[src/rtl/spi_req_chk_pkg.sv]
package spi_req_chk_pkg;

  typedef enum logic [1:0] {
    RES_OK        = 2'd0,
    RES_PARAM_ERR = 2'd1,
    RES_XFER_ERR  = 2'd2
  } res_code_e;

  // Two-bit support field: both / only 0 / only 1 / invalid
  function automatic logic pick_ok(input logic [1:0] field, input logic want);
    case (field)
      2'b00:   pick_ok = 1'b1;
      2'b01:   pick_ok = ~want;
      2'b10:   pick_ok = want;
      default: pick_ok = 1'b0;
    endcase
  endfunction

endpackage

[src/rtl/spi_mode_check.sv]
module spi_mode_check
  import spi_req_chk_pkg::*;
#(
  parameter int MODE_W     = 32,
  parameter int CAP_MODE_W = 7
) (
  input  logic [CAP_MODE_W-1:0] cap_mode,
  input  logic [MODE_W-1:0]     req_mode,
  output logic                  ok
);
  localparam int NUM_OPT = 3;  // select-high, lsb-first, loopback
  localparam int OPT_REQ = 2;  // first optional bit in request
  localparam int OPT_CAP = 4;  // first optional bit in capability
  localparam int USED_W  = OPT_REQ + NUM_OPT;

  logic [NUM_OPT-1:0] opt_ok;
  logic               phase_ok, pol_ok, rsvd_ok;

  assign phase_ok = pick_ok(cap_mode[1:0], req_mode[0]);
  assign pol_ok   = pick_ok(cap_mode[3:2], req_mode[1]);
  assign rsvd_ok  = (req_mode[MODE_W-1:USED_W] == '0);

  for (genvar g = 0; g < NUM_OPT; g++) begin : g_opt
    assign opt_ok[g] = ~req_mode[OPT_REQ+g] | cap_mode[OPT_CAP+g];
  end

  assign ok = phase_ok & pol_ok & rsvd_ok & (&opt_ok);
endmodule

[config.mk]
export PLATFORM = sky130hd
export DESIGN_NAME = spi_mode_check
export DESIGN_NICKNAME = d
export VERILOG_FILES = /design/src/rtl/spi_req_chk_pkg.sv /design/src/rtl/spi_mode_check.sv
export SDC_FILE = /design/constraint.sdc
export NUM_CORES = 1
export LEC_CHECK = 0
export BUFFER_PORTS_ARGS = -buffer_cell sky130_fd_sc_hd__clkbuf_2
export CORE_AREA = 2 2 39 41
export DETAILED_ROUTE_END_ITERATION = 8
export DIE_AREA = 0 0 41 43
export GPL_TIMING_DRIVEN = 1
export PLACE_DENSITY = 0.45
export SYNTH_ARGS = -nofsm -noshare
export SYNTH_HDL_FRONTEND = slang
export SYNTH_SLANG_ARGS = --single-unit
export TNS_END_PERCENT = 30
[constraint.sdc]
create_clock -name vclk -period 3.6
set_input_delay 1.08 -clock vclk [all_inputs]
set_output_delay 1.08 -clock vclk [all_outputs]
set_load 0.03 [all_outputs]
==> parameters.txt <==
Parameter                              Value

Power and ir drop
  Sequential power share    0
  Maximum vdd ir drop    13.99 uV
  Total Power    24.99 uW
  Switching power summed over all nets    7.320 uW
  Leakage power summed over all cells    0.0002013 uW
  Part of the power in the clock network    0
  Sw frac    0.2929
  Total power divided by cell area    75.65 nW/um^2
  Combinational Power Share    1.000
  Cell Int Power    17.67 uW

Critical path
  Critical Path Slowest Stage Cell    sky130_fd_sc_hd__a222oi_1
  Worst Path Class, Setup    in2out
  Crit path cell chain    clkbuf_2, inv_1, a222oi_1, nand3_1, nor3_2, clkbuf_2
  Number of buffer and inverter stages on the critical path    3
  Start point of the critical path    cap_mode[4]
  Number of logic stages on the critical path including buffering    6
  Most numerous cell on the critical path    sky130_fd_sc_hd__clkbuf_2
  Crit Path Max Fanout    1
  Worst endpoint data arrival time    2000 ps
  Type of element capturing the critical path    output pin
  Top Family by Delay on Critical Path    buffers and inverters
  Critical Path Source Type    primary input
  Crit path largest cell delay    310 ps
  Crit path to    ok
  Required time of the critical path    2520 ps

Final layout
  Number of sequential cells    0
  Post-Layout Cell Count    73
  Diode insertion count for antenna repair    0
  Layout cell share with drive strength beyond 1    0.7193
  Final net count    98
  Sequential cell area    0 sq um
  # clk buffers    0
  Area growth from synthesis to final layout    200.0%

Floorplanning
  Die area    1763 sq um
  Core outline area    1384 sq um
  IO Pins    40
  Die Height    43 microns
  Effective utilization at floorplan    0.07957
  Placement Rows    14
  Die Span X    41 microns

Logic synthesis
  Net count of the mapped netlist    56
  Count of distinct cell types in the synthesized netlist    8
  Seq/Total Area, Yosys    0
  Gate count of the mapped netlist    17
  Synthesized cell area    110.1 sq um
  Commonest cells in the synthesized netlist    6 x sky130_fd_sc_hd__nor4_1, 3 x sky130_fd_sc_hd__inv_1, 2 x sky130_fd_sc_hd__mux2i_1, 2 x sky130_fd_sc_hd__nand3_1
  Top cell type by total area after synthesis    sky130_fd_sc_hd__nor4_1
  Portion of synthesized cell area occupied by the leading cell type    0.3409
  Top post-synthesis cells by area    sky130_fd_sc_hd__nor4_1 34%, sky130_fd_sc_hd__mux2i_1 18%, sky130_fd_sc_hd__inv_1 10%
  Most frequently used cell type in the post-synthesis netlist    sky130_fd_sc_hd__nor4_1
  Synth Warn #    0
  Mapped Avg Cell Area    6.477 sq um

Min path
  Path type of the worst min-delay path    in2out

Routing
  DR DRC count    0
  Number of vias in the routed layout    282
  Post-DR wirelength/cell    7.329 microns
  Drt initial violations    1
  Detailed-route vias per instance    3.863
  Remaining antenna violation count    0
  DR pass1 iterations    3
  Total routed wirelength    535 microns

Run
  Maximum Capacitance Violations    0

Clocking
  Post-cts repair resize count    0
  Number of hold buffers added after CTS    0
  Number of setup buffers added after CTS    0

Timing
  Final Hold Viols    0
  Final number of max-transition violations    0
  Worst hold slack after final layout    2555 ps
  Setup TNS Final    0 ps
  Endpoints failing setup    0
  Top achievable clock speed    0.3246 GHz
  Normalized max-slew margin    0.8205
  Unrepaired setup endpoints after global routing    no
  Fin crit share    0.8557
  Transition time at the pin with the least slew margin    266.7 ps
  Time the final worst path needs with I/O delays and setup    3080 ps

GRT
  Initial antenna violation count    0
  GRT overflow    0
  Vias in the first global route    229
  Largest net degree at the start of global routing    2
  Wire length of the first global-routing pass    814 microns
  GRT Util Overall    0.05994

Place
  Number of instances in the placed design    73
  # port buffers    40
  Detailed-placement wirelength estimate    535 microns
  Weighted congestion reported at the end of routability-driven placement    0.5613

Outcome
  Run status    finished, final reports clean
## kinds of logic (layout without fill, tap and decap cells)
| group | Yosys count | count (layout) | synth area share |
|---|---|---|---|
| mux | 2 | 2 | 0.1818 |
| simple gates | 11 | 11 | 0.6250 |
| compound gates | 1 | 1 | 0.09091 |
| buf+inv | 3 | 43 | 0.1023 |
## power groups by stage
| stage | combinational [uW] | clock (uW) | sequential (uW) |
|---|---|---|---|
| finish | 25.0 | 0 | 0 |
| global route | 28.8 | 0 | 0 |
| floorplan | 4.49 | 0 | 0 |
| global placement | 25.2 | 0 | 0 |
| detailed placement | 25.3 | 0 | 0 |
| CTS | 25.5 | 0 | 0 |
## per-stage QoR
stage,area (sq um),setup slack (ps),utilization
after floorplan,110.1,549.4,-
after global placement,330.3,492.7,0.2387
after detailed placement,330.3,500.4,0.2387
after CTS,330.3,498.6,0.2387
after global routing,330.3,400.2,0.2387
final,330.3,519.6,0.2387
## tightest hold or removal path: cells and delay by family
| family | cells | cell delay [ps] |
|---|---|---|
| simple gates | 3 | 150 |
| buf+inv | 2 | 240 |
## area by class of cell
cell class,count,area [sq um]
fill,165,1054
inverter,3,11.26
multi-input combinational,14,98.84
tap,16,20.02
timing repair buffer,40,200.2
## worst min-delay path by stage
stage	to	from	cells past startpoint
final	ok	req_mode[31]	5
after detailed placement	ok	req_mode[31]	5
after global routing	ok	req_mode[31]	5
after floorplan	ok	req_mode[31]	3
after global placement	ok	req_mode[31]	5
after CTS	ok	req_mode[31]	5
## placed cells by master (no fill, tap or decap), drive strengths merged
master / Yosys / routed
a222oi: 1 / 1
clkbuf: 0 / 40
inv: 3 / 3
mux2i: 2 / 2
nand3: 2 / 2
nand4: 1 / 1
nor3: 2 / 2
nor4: 6 / 6
## metal layers
metal	track usage	up-vias	share of wire
li1	-	152	-
met1	0.07911	108	0.39
met2	0.1094	22	0.45
met3	0	0	0.16
met4	0	0	0
met5	0	-	0
No activity file was read; power rests on OpenSTA's default activity.
